## src/rtl/sw_uart_pkg.sv

```systemverilog
package sw_uart_pkg;

  localparam int DATA_BITS = 8;
  // start + data + parity + two stop bits
  localparam int TX_BITS = DATA_BITS + 4;
  // receiver samples data, parity and both stop bits
  localparam int RX_BITS = DATA_BITS + 3;

  typedef enum logic [1:0] {
    RX_IDLE,
    RX_START,
    RX_BITS_ST,
    RX_DONE
  } rxState_t;

  typedef struct packed {
    logic txLoad;    // capture a new byte into the frame shifter
    logic txShift;   // move to the next frame bit
    logic txActive;  // a frame is on the wire
    logic rxSample;  // capture the synchronized line level
    logic rxCommit;  // move the assembled byte into the holding register
  } swuStrobe_t;

  function automatic int rateOfCode(input int code);
    case (code)
      0: return 460800;
      1: return 230400;
      2: return 115200;
      3: return 57600;
      4: return 38400;
      5: return 19200;
      default: return 0;
    endcase
  endfunction

endpackage

```

## src/rtl/swu_baud.sv

```systemverilog
module swu_baud
  import sw_uart_pkg::*;
#(
  parameter int CLK_HZ        = 250_000_000,
  parameter int OVERSAMPLE    = 16,
  parameter int DEFAULT_SPEED = 1
) (
  input  logic       clk,
  input  logic       rstN,
  input  logic [2:0] speedSel,
  output logic       tick
);

  localparam int DIV_W = $clog2(CLK_HZ / (OVERSAMPLE * 19200) + 2);

  typedef logic [7:0][DIV_W-1:0] divTable_t;

  function automatic divTable_t buildTable();
    divTable_t t;
    for (int c = 0; c < 8; c++) begin
      int r;
      int d;
      r = rateOfCode(c);
      if (r == 0) r = rateOfCode(DEFAULT_SPEED);
      d = (CLK_HZ + (OVERSAMPLE / 2) * r) / (OVERSAMPLE * r);
      if (d < 1) d = 1;
      t[c] = DIV_W'(d);
    end
    return t;
  endfunction

  localparam divTable_t DIVS = buildTable();

  logic [DIV_W-1:0] divReg;
  logic [DIV_W-1:0] cnt;

  always_ff @(posedge clk) begin
    if (!rstN) begin
      divReg <= DIVS[DEFAULT_SPEED];
      cnt    <= '0;
      tick   <= 1'b0;
    end else begin
      divReg <= DIVS[speedSel];
      if (cnt >= divReg - 1'b1) begin
        cnt  <= '0;
        tick <= 1'b1;
      end else begin
        cnt  <= cnt + 1'b1;
        tick <= 1'b0;
      end
    end
  end

endmodule

```

## src/rtl/swu_ctrl.sv

```systemverilog
module swu_ctrl
  import sw_uart_pkg::*;
#(
  parameter int OVERSAMPLE = 16
) (
  input  logic       clk,
  input  logic       rstN,
  input  logic       tick,
  input  logic       txValid,
  input  logic       lineLvl,
  input  logic       lineFall,
  output logic       txReady,
  output swuStrobe_t strb
);

  localparam int TW = $clog2(OVERSAMPLE);
  localparam int BW = $clog2(TX_BITS);
  localparam logic [TW-1:0] TICK_LAST = TW'(OVERSAMPLE - 1);
  localparam logic [TW-1:0] TICK_MID  = TW'(OVERSAMPLE / 2 - 1);
  localparam logic [BW-1:0] TX_LAST   = BW'(TX_BITS - 1);
  localparam logic [BW-1:0] RX_LAST   = BW'(RX_BITS - 1);

  // transmit sequencing
  logic          txActive;
  logic [TW-1:0] txTickCnt;
  logic [BW-1:0] txBitIdx;
  logic          txAccept;
  logic          txBitEnd;

  // receive sequencing
  rxState_t      rxState;
  logic [TW-1:0] rxTickCnt;
  logic [BW-1:0] rxBitIdx;
  logic          echoFrame;

  assign txReady  = !txActive && (rxState == RX_IDLE);
  assign txAccept = txValid && txReady;
  assign txBitEnd = txActive && tick && (txTickCnt == TICK_LAST);

  always_ff @(posedge clk) begin
    if (!rstN) begin
      txActive  <= 1'b0;
      txTickCnt <= '0;
      txBitIdx  <= '0;
    end else if (txAccept) begin
      txActive  <= 1'b1;
      txTickCnt <= '0;
      txBitIdx  <= '0;
    end else if (txActive && tick) begin
      if (txTickCnt == TICK_LAST) begin
        txTickCnt <= '0;
        if (txBitIdx == TX_LAST) txActive <= 1'b0;
        else txBitIdx <= txBitIdx + 1'b1;
      end else begin
        txTickCnt <= txTickCnt + 1'b1;
      end
    end
  end

  always_ff @(posedge clk) begin
    if (!rstN) begin
      rxState   <= RX_IDLE;
      rxTickCnt <= '0;
      rxBitIdx  <= '0;
      echoFrame <= 1'b0;
    end else begin
      case (rxState)
        RX_IDLE: begin
          if (lineFall) begin
            rxState   <= RX_START;
            rxTickCnt <= '0;
            echoFrame <= txActive;
          end
        end
        RX_START: begin
          if (tick) begin
            if (rxTickCnt == TICK_MID) begin
              rxTickCnt <= '0;
              rxBitIdx  <= '0;
              rxState   <= lineLvl ? RX_IDLE : RX_BITS_ST;
            end else begin
              rxTickCnt <= rxTickCnt + 1'b1;
            end
          end
        end
        RX_BITS_ST: begin
          if (tick) begin
            if (rxTickCnt == TICK_LAST) begin
              rxTickCnt <= '0;
              if (rxBitIdx == RX_LAST) rxState <= RX_DONE;
              else rxBitIdx <= rxBitIdx + 1'b1;
            end else begin
              rxTickCnt <= rxTickCnt + 1'b1;
            end
          end
        end
        default: rxState <= RX_IDLE;
      endcase
    end
  end

  always_comb begin
    strb.txLoad   = txAccept;
    strb.txShift  = txBitEnd;
    strb.txActive = txActive;
    strb.rxSample = (rxState == RX_BITS_ST) && tick && (rxTickCnt == TICK_LAST);
    strb.rxCommit = (rxState == RX_DONE) && !echoFrame;
  end

endmodule

```

## src/rtl/swu_dpath.sv

```systemverilog
module swu_dpath
  import sw_uart_pkg::*;
#(
  parameter int SYNC_STAGES = 2
) (
  input  logic                 clk,
  input  logic                 rstN,
  input  swuStrobe_t           strb,
  input  logic [DATA_BITS-1:0] txData,
  input  logic                 lineIn,
  input  logic                 rxReady,
  input  logic                 rxFlush,
  output logic                 lineLvl,
  output logic                 lineFall,
  output logic                 lineDriveLow,
  output logic [DATA_BITS-1:0] rxData,
  output logic                 rxValid,
  output logic                 rxParityErr,
  output logic                 rxFrameErr
);

  logic [SYNC_STAGES:0] syncQ;
  logic [TX_BITS-1:0]   txFrame;
  logic [RX_BITS-1:0]   rxShift;

  always_ff @(posedge clk) begin
    if (!rstN) syncQ <= '1;
    else syncQ <= {syncQ[SYNC_STAGES-1:0], lineIn};
  end

  assign lineLvl  = syncQ[SYNC_STAGES-1];
  assign lineFall = syncQ[SYNC_STAGES] & ~syncQ[SYNC_STAGES-1];

  // frame shifter: bit 0 is the bit on the wire
  always_ff @(posedge clk) begin
    if (!rstN) txFrame <= '1;
    else if (strb.txLoad) txFrame <= {2'b11, ~^txData, txData, 1'b0};
    else if (strb.txShift) txFrame <= {1'b1, txFrame[TX_BITS-1:1]};
  end

  assign lineDriveLow = strb.txActive & ~txFrame[0];

  always_ff @(posedge clk) begin
    if (!rstN) rxShift <= '1;
    else if (strb.rxSample) rxShift <= {lineLvl, rxShift[RX_BITS-1:1]};
  end

  always_ff @(posedge clk) begin
    if (!rstN) begin
      rxData      <= '0;
      rxValid     <= 1'b0;
      rxParityErr <= 1'b0;
      rxFrameErr  <= 1'b0;
    end else if (strb.rxCommit) begin
      rxData      <= rxShift[DATA_BITS-1:0];
      rxValid     <= 1'b1;
      rxParityErr <= ~(^rxShift[DATA_BITS:0]);
      rxFrameErr  <= ~(rxShift[DATA_BITS+1] & rxShift[DATA_BITS+2]);
    end else if (rxValid && (rxReady || rxFlush)) begin
      rxValid <= 1'b0;
    end
  end

endmodule

```

## src/rtl/sw_uart.sv

```systemverilog
module sw_uart
  import sw_uart_pkg::*;
#(
  parameter int CLK_HZ        = 250_000_000,
  parameter int DEFAULT_SPEED = 1
) (
  input  logic       clk,
  input  logic       rstN,
  input  logic [2:0] speedSel,
  input  logic [7:0] txData,
  input  logic       txValid,
  output logic       txReady,
  output logic [7:0] rxData,
  output logic       rxValid,
  input  logic       rxReady,
  input  logic       rxFlush,
  output logic       rxParityErr,
  output logic       rxFrameErr,
  input  logic       lineIn,
  output logic       lineDriveLow
);

  localparam int OVERSAMPLE = 16;

  logic       tick;
  logic       lineLvl;
  logic       lineFall;
  swuStrobe_t strb;

  swu_baud #(
    .CLK_HZ       (CLK_HZ),
    .OVERSAMPLE   (OVERSAMPLE),
    .DEFAULT_SPEED(DEFAULT_SPEED)
  ) u_baud (
    .clk     (clk),
    .rstN    (rstN),
    .speedSel(speedSel),
    .tick    (tick)
  );

  swu_ctrl #(
    .OVERSAMPLE(OVERSAMPLE)
  ) u_ctrl (
    .clk     (clk),
    .rstN    (rstN),
    .tick    (tick),
    .txValid (txValid),
    .lineLvl (lineLvl),
    .lineFall(lineFall),
    .txReady (txReady),
    .strb    (strb)
  );

  swu_dpath #(
    .SYNC_STAGES(2)
  ) u_dpath (
    .clk         (clk),
    .rstN        (rstN),
    .strb        (strb),
    .txData      (txData),
    .lineIn      (lineIn),
    .rxReady     (rxReady),
    .rxFlush     (rxFlush),
    .lineLvl     (lineLvl),
    .lineFall    (lineFall),
    .lineDriveLow(lineDriveLow),
    .rxData      (rxData),
    .rxValid     (rxValid),
    .rxParityErr (rxParityErr),
    .rxFrameErr  (rxFrameErr)
  );

endmodule

```

## config.mk

```make
export PLATFORM = sky130hd
export DESIGN_NAME = sw_uart
export DESIGN_NICKNAME = d
export VERILOG_FILES = /design/src/rtl/sw_uart_pkg.sv /design/src/rtl/swu_baud.sv /design/src/rtl/swu_ctrl.sv /design/src/rtl/swu_dpath.sv /design/src/rtl/sw_uart.sv
export SDC_FILE = /design/constraint.sdc
export NUM_CORES = 1
export LEC_CHECK = 0
export BUFFER_PORTS_ARGS = -buffer_cell sky130_fd_sc_hd__buf_2
export CAP_MARGIN = 40
export CELL_PAD_IN_SITES_DETAIL_PLACEMENT = 0
export CELL_PAD_IN_SITES_GLOBAL_PLACEMENT = 2
export CORE_UTILIZATION = 40
export CTS_CLUSTER_SIZE = 10
export DETAILED_ROUTE_END_ITERATION = 8
export PLACE_DENSITY = 0.92
export SLEW_MARGIN = 10
export SYNTH_ARGS = -nofsm -noshare
export SYNTH_HDL_FRONTEND = slang
export SYNTH_SLANG_ARGS = --single-unit
```

## constraint.sdc

```tcl
create_clock -name clk -period 3.65 [get_ports clk]
set_input_delay 0.1825 -clock clk [delete_from_list [all_inputs] [get_ports clk]]
set_output_delay 0.1825 -clock clk [all_outputs]
set_load 0.03 [all_outputs]
```

Word-level counts from Yosys, hierarchy flattened:

Memories as Yosys holds them, arrays and structs flattened. A register that Yosys moved wholly into a read port is not among the register bits.
Cells that the tools add are included.

* bits in registers: 66
* bits in latches: 0
* RAM bits: 0
* bits in read-only memories: 80
* output and inout bits: 13
* word-level logic and storage cells: 108
* memories kept: 1

Memories
* (name not given): depth 8, bits a word 10, rd ports 1, clocked after memory_dff 1, wr ports 0, RTL line swu_baud.sv:43 `divReg <= DIVS[speedSel];`

* $add $sub $neg: 6
* $mul: 0
* div/mod/pow operators: 0
* magnitude comparators: 1
* eq/ne operators: 15
* shift operators: 0
* multiplexer cells: 30
* bitwise gates (word level): 9
* reductions and logical operators: 30

Operators by type and width (number)
* 4-bit 2-to-1 mux: 11
* 10-bit 2-to-1 mux: 2
* 4-bit by 1-bit adder with 4-bit output, second input constant: 4
* 4-bit == test, second input constant: 4
* 2-bit 2-to-1 mux: 7
* 4-bit one-hot mux with 3 select lines: 1
* 6-bit AND reduction: 2
* 2-bit nonzero test: 6
* 10-bit by 1-bit adder with 10-bit output, second input constant: 1
* 10-bit greater-or-equal comparator: 1
* 10-bit by 1-bit subtractor with 10-bit output, second input constant: 1
* 9-bit parity: 1
* 1-bit logical AND: 8
* 2-bit != test, second input constant: 4
* 4-bit one-hot mux with 2 select lines: 1
* 8-bit XNOR reduction: 1
* 1-bit 2-to-1 mux: 7
* 2-bit by 1-bit != test with 1-bit output, second input constant: 3
* 1-bit NOT: 6
* 2-bit one-hot mux with 3 select lines: 1
* 3-bit AND reduction: 2
* 2-bit == test, second input constant: 2
* 4-bit by 3-bit == test with 1-bit output, second input constant: 1
* 4-bit AND reduction: 1
* 8 further kinds: 13

Depth between registers and ports, before layout:

* depth after elaboration: 5
* gate-level depth with buffers: 11

By module:

A second synthesis with hierarchy kept.

* cells, all modules: 406
* area, all modules: 3833.7 µm²

Modules (own cells, without submodules)
* swu_dpath: times used 1, cells each 136, area each 1443.9 µm²
* swu_baud: times used 1, cells each 126, area each 1194.9 µm²
* swu_ctrl: times used 1, cells each 144, area each 1194.9 µm²

Worst setup path before layout:

OpenSTA, ideal clock, no wires.

* path type: register to register
* start point: register u_baud.divReg[4]
* end point: register u_baud.cnt[2]
* library setup time: 69 ps
* arrival time: 2275 ps
* setup slack: 1306 ps
* cell stages (with the launch flop): 11
* buffers on the path: 0
* clock period less this slack: 2344 ps
* path through: dfxtp_1 -> or3_1 -> nor3_1 -> nand3_1 -> xor2_1 -> ha_1 -> a21o_1 -> a21o_1 -> a21oi_1 -> o211ai_1 -> nor2_1

* word-level cells in the longest chain between the ends: 3

Ends and longest elaborated chain
* from (decl): RTL line swu_baud.sv:34 `logic [DIV_W-1:0] divReg;`
* 10-bit by 1-bit subtractor with 10-bit output: RTL line swu_baud.sv:44 `if (cnt >= divReg - 1'b1) begin`
* 10-bit greater-or-equal comparator: RTL line swu_baud.sv:44
* 2-bit OR reduction (no source line)
* to (signal assigned): RTL line swu_baud.sv:48 `cnt <= cnt + 1'b1;`
* to (decl): RTL line swu_baud.sv:35 `logic [DIV_W-1:0] cnt;`

No other way between the ends.
A chain may end at the register's enable or synchronous reset.

Worst setup path in the final report:

Same ends and word-level chain as after synthesis.

==> results.py <==
metrics = {
    "drt": {
        "routed-via-count": 2758,
        "ant_nets": 0,
        "drt_iter0_markers": 103,
        "firstDrtPassIters": 4,
        "drc": 0,
        "wl_mm": 6.813,
        "wl_per_cell_um": 12.21,
        "vias_per_cell": 4.943,
    },
    "logic_synthesis": {
        "synth_edf_count": 0,
        "synthCells": 417,
        "yosysWarnings": 0,
        "synth.distinct_cells": 44,
        "async_reset_ff_frac": 0,
        "synth_nets": 459,
        "synth_flop_cell": "dfxtp_1",
        "syn-mean-instance-area_um2": 8.839,
        "netlist_area_um2": 3686,
        "synth-seq-cells": 76,
        "ys_seq_area_frac": 0.4128,
    },
    "clock_tree": {
        "cts_made_buffers": 9,
        "cts_resized": 0,
        "cts_htree_levels": 3,
        "cts_hold_buffers": 1,
        "clock_path_buffers": 2,
        "insertion_delay_ns": 0.36,
        "post_cts_buffers": 0,
        "cts_root_buf": "clkbuf_8",
        "cts_tree": "built",
        "cts.clk_slew.worst_paths_ns": 0.09,
        "cts_sinks": 76,
    },
    "cells_and_area": {
        "fin_nets": 487,
        "syn2layout_area_growth_pct": 11.71,
        "n_antenna_cell": 0,
        "postLayoutCoreUtil": 0.4676,
        "layout-drive-gt1-share": 0.1133,
    },
    "timing": {
        "worst_pin_slew_ns": 0.7400,
        "hold_slack_ns": 0.09652,
        "fin_worst_skew_ns": 0.01493,
        "period_minus_slack_ns": 2.637,
        "fmax_ghz": 0.3793,
        "drv_slew": 0,
        "slew_headroom": 0.5045,
        "rsz0062_at_grt": "no",
        "setup_tns_ns": 0,
        "period_share": 0.7223,
        "hold_violations": 0,
        "setup_viol": 0,
    },
    "setup_path": {
        "r2r_end": "u_baud.cnt[2]$_SDFF_PP0_",
        "required_ns": 3.87,
        "slowest_delay_ns": 0.63,
        "crit_buf_inv": 0,
        "crit_chain": "or3_1, nor3_1, nand3_1, nor3_1, xnor2_1, ha_1, nand4_1, o211ai_1, nor2_1",
        "reg2reg_from": "u_baud.divReg[4]$_SDFF_PN0_",
        "end_kind": "flip-flop",
        "crit_arrival_ns": 2.85,
        "cpMaxStageDelayCell": "o211ai_1",
        "cp_top_family": "simple AND/OR/NAND/NOR gates",
        "reg2reg_depth": 9,
        "rrSetupSlack_ns": 1.01,
        "cp-start-kind": "flip-flop",
        "critPathMostFrequentCell": "nor3_1",
        "critPathMaxFanout": 10,
        "worstSetupPathType": "flip-flop to flip-flop",
    },
    "min_path": {
        "holdPathEnd": "u_dpath.txFrame[4]$_SDFFE_PN1P_",
        "min_from": "txData[3]",
        "hold_path.class": "input port to flip-flop",
        "hold_depth": 3,
    },
    "floorplan": {
        "die_y_um": 98.00,
        "top_level_ports": 30,
        "die_x_um": 98.00,
        "die-area_um2": 9603,
        "initial_utilization": 0.4186,
        "rows": 34,
        "core_region_area_um2": 8806,
    },
    "place": {
        "port_buffers": 29,
        "place.gp.congestion": 0.7306,
        "dp_hpwl_mm": 4.788,
    },
    "power": {
        "leakage_uw": 0.001816,
        "ir_worst_vdd_uv": 208.7,
        "p_per_area_nw_per_um2": 431.2,
    },
    "global_routing": {
        "grt_pass1_wl_mm": 11.79,
        "grt_use_total": 0.1533,
        "grt_pass1_vias": 2632,
        "antenna_found_initial": 0,
        "grt_overflow": 0,
        "grt_max_degree": 40,
    },
    "run": {
        "cap_violations": 0,
    },
    "run_status": {
        "run_status": "complete, no violations",
    },
}
==> stage by stage <==
step           cells  setup slack [ns]  total power (uW)  cell area, um2
6_report         558             1.013              1775            4118
5_1_grt          558            0.7939              1869            4118
4_1_cts          558            0.9918              1798            4118
3_5_place_dp     541             1.002              1164            3919
3_3_place_gp     540             1.061              1162            3911
2_1_floorplan    417             1.306              1101            3686
==> kinds of logic (layout without fill, tap and decap cells) <==
| group | Yosys count | after routing | share of synthesized area |
|---|---|---|---|
| adder cells (fa/ha/maj) | 25 | 25 | 0.08486 |
| AND/OR/NAND/NOR | 173 | 173 | 0.2244 |
| flip-flops | 76 | 76 | 0.4128 |
| multiplexers | 18 | 18 | 0.04922 |
| buffers and inverters | 29 | 62 | 0.03225 |
| AO/OA/AOI/OAI | 59 | 59 | 0.1086 |
| XOR/XNOR | 37 | 37 | 0.08792 |
==> worst max-delay path by stage <==
| stage | from | end | depth (start not counted) |
|---|---|---|---|
| global route | u_baud.divReg[4]$_SDFF_PN0_ | u_baud.cnt[5]$_SDFF_PP0_ | 9 |
| finish | u_baud.divReg[4]$_SDFF_PN0_ | u_baud.cnt[2]$_SDFF_PP0_ | 9 |
| global placement | u_baud.divReg[4]$_SDFF_PN0_ | u_baud.cnt[2]$_SDFF_PP0_ | 9 |
| floorplan | u_baud.divReg[4]$_SDFF_PN0_ | u_baud.cnt[2]$_SDFF_PP0_ | 10 |
| CTS | u_baud.divReg[4]$_SDFF_PN0_ | u_baud.cnt[2]$_SDFF_PP0_ | 9 |
| detailed placement | u_baud.divReg[4]$_SDFF_PN0_ | u_baud.cnt[5]$_SDFF_PP0_ | 9 |
==> where the power goes <==
part | leakage [uW] | total (uW) | internal [uW] | switching, uW
combinational | 0.00110 | 261 | 110 | 152
sequential | 0.000618 | 884 | 860 | 23.7
clock | 0.0000947 | 630 | 265 | 365
total | 0.00182 | 1780 | 1230 | 541
==> state kept, by name (all words and copies together) (netlist names), 2 cells and up <==
| name | cells |
|---|---|
| u_ctrl.txBitIdx | 4 |
| u_ctrl.rxState | 2 |
| u_ctrl.txTickCnt | 4 |
| u_ctrl.rxTickCnt | 4 |
| u_dpath.rxData | 8 |
| u_dpath.rxShift | 11 |
| u_dpath.txFrame | 10 |
| u_baud.cnt | 10 |
| u_ctrl.rxBitIdx | 4 |
| u_dpath.syncQ | 3 |
| u_baud.divReg | 10 |
==> layout by cell type, fill, tap and decap left out, types with 8 or more instances in the layout <==
| cell type | synthesis | layout |
|---|---|---|
| a21boi_0 | 17 | 17 |
| and3_1 | 13 | 13 |
| inv_1 | 13 | 13 |
| xnor2_1 | 21 | 21 |
| dfxtp_1 | 76 | 76 |
| xor2_1 | 16 | 16 |
| o21ai_0 | 11 | 11 |
| nand2_1 | 63 | 63 |
| nand3_1 | 17 | 17 |
| nor3_1 | 10 | 10 |
| nor2b_1 | 8 | 8 |
| nor2_1 | 32 | 32 |
| nand2b_1 | 10 | 10 |
| ha_1 | 25 | 25 |
| clkbuf_8 | 0 | 9 |
| buf_2 | 2 | 29 |
| mux2i_1 | 17 | 17 |
==> area by class of cell <==
cell class / count / area, um2
clock buffers: 9 / 123.9
clock inverters: 7 / 65.06
fillers: 869 / 4688
inverters: 13 / 48.80
multi-input cells: 312 / 2046
flip-flops and latches: 76 / 1521
well taps: 108 / 135.1
repair buffers: 33 / 177.7
==> worst reg2reg max path: stages, from the launching register on <==
cell and delay [ns]:
dfxtp_1 0.34, or3_1 0.39, nor3_1 0.19, nand3_1 0.14
nor3_1 0.19, xnor2_1 0.10, ha_1 0.30, nand4_1 0.11
o211ai_1 0.63, nor2_1 0.11
==> layer usage <==
layer | global-route usage | routed length, um | up-vias
met3 | 0.04080 | 169 | 12
met1 | 0.1910 | 3488 | 1263
met2 | 0.2508 | 3041 | 23
met4 | 0.06294 | 113 | 0
met5 | 0 | 0 | -
li1 | - | - | 1460
==> synth_stat cells (2+ instances only) <==
master / n / share of area
nor2b_1: 8 / 0.014
nand2_1: 63 / 0.064
nor2_1: 32 / 0.033
mux2i_1: 17 / 0.046
o21ai_0: 11 / 0.015
xnor2_1: 21 / 0.050
buf_2: 2 / 0.0027
or3_1: 2 / 0.0034
dfxtp_1: 76 / 0.41
a21boi_0: 17 / 0.035
o21ai_1: 6 / 0.0081
inv_1: 13 / 0.013
clkbuf_1: 13 / 0.013
nand3b_1: 4 / 0.0081
nand2b_1: 10 / 0.017
xor2_1: 16 / 0.038
nor3_1: 10 / 0.014
ha_1: 25 / 0.085
nand3_1: 17 / 0.023
a21o_1: 5 / 0.010
nand4_1: 4 / 0.0068
a21oi_1: 7 / 0.0095
and3_1: 13 / 0.022
o21a_1: 2 / 0.0041
and2_1: 4 / 0.0068
No activity file was read; power rests on OpenSTA's default activity.
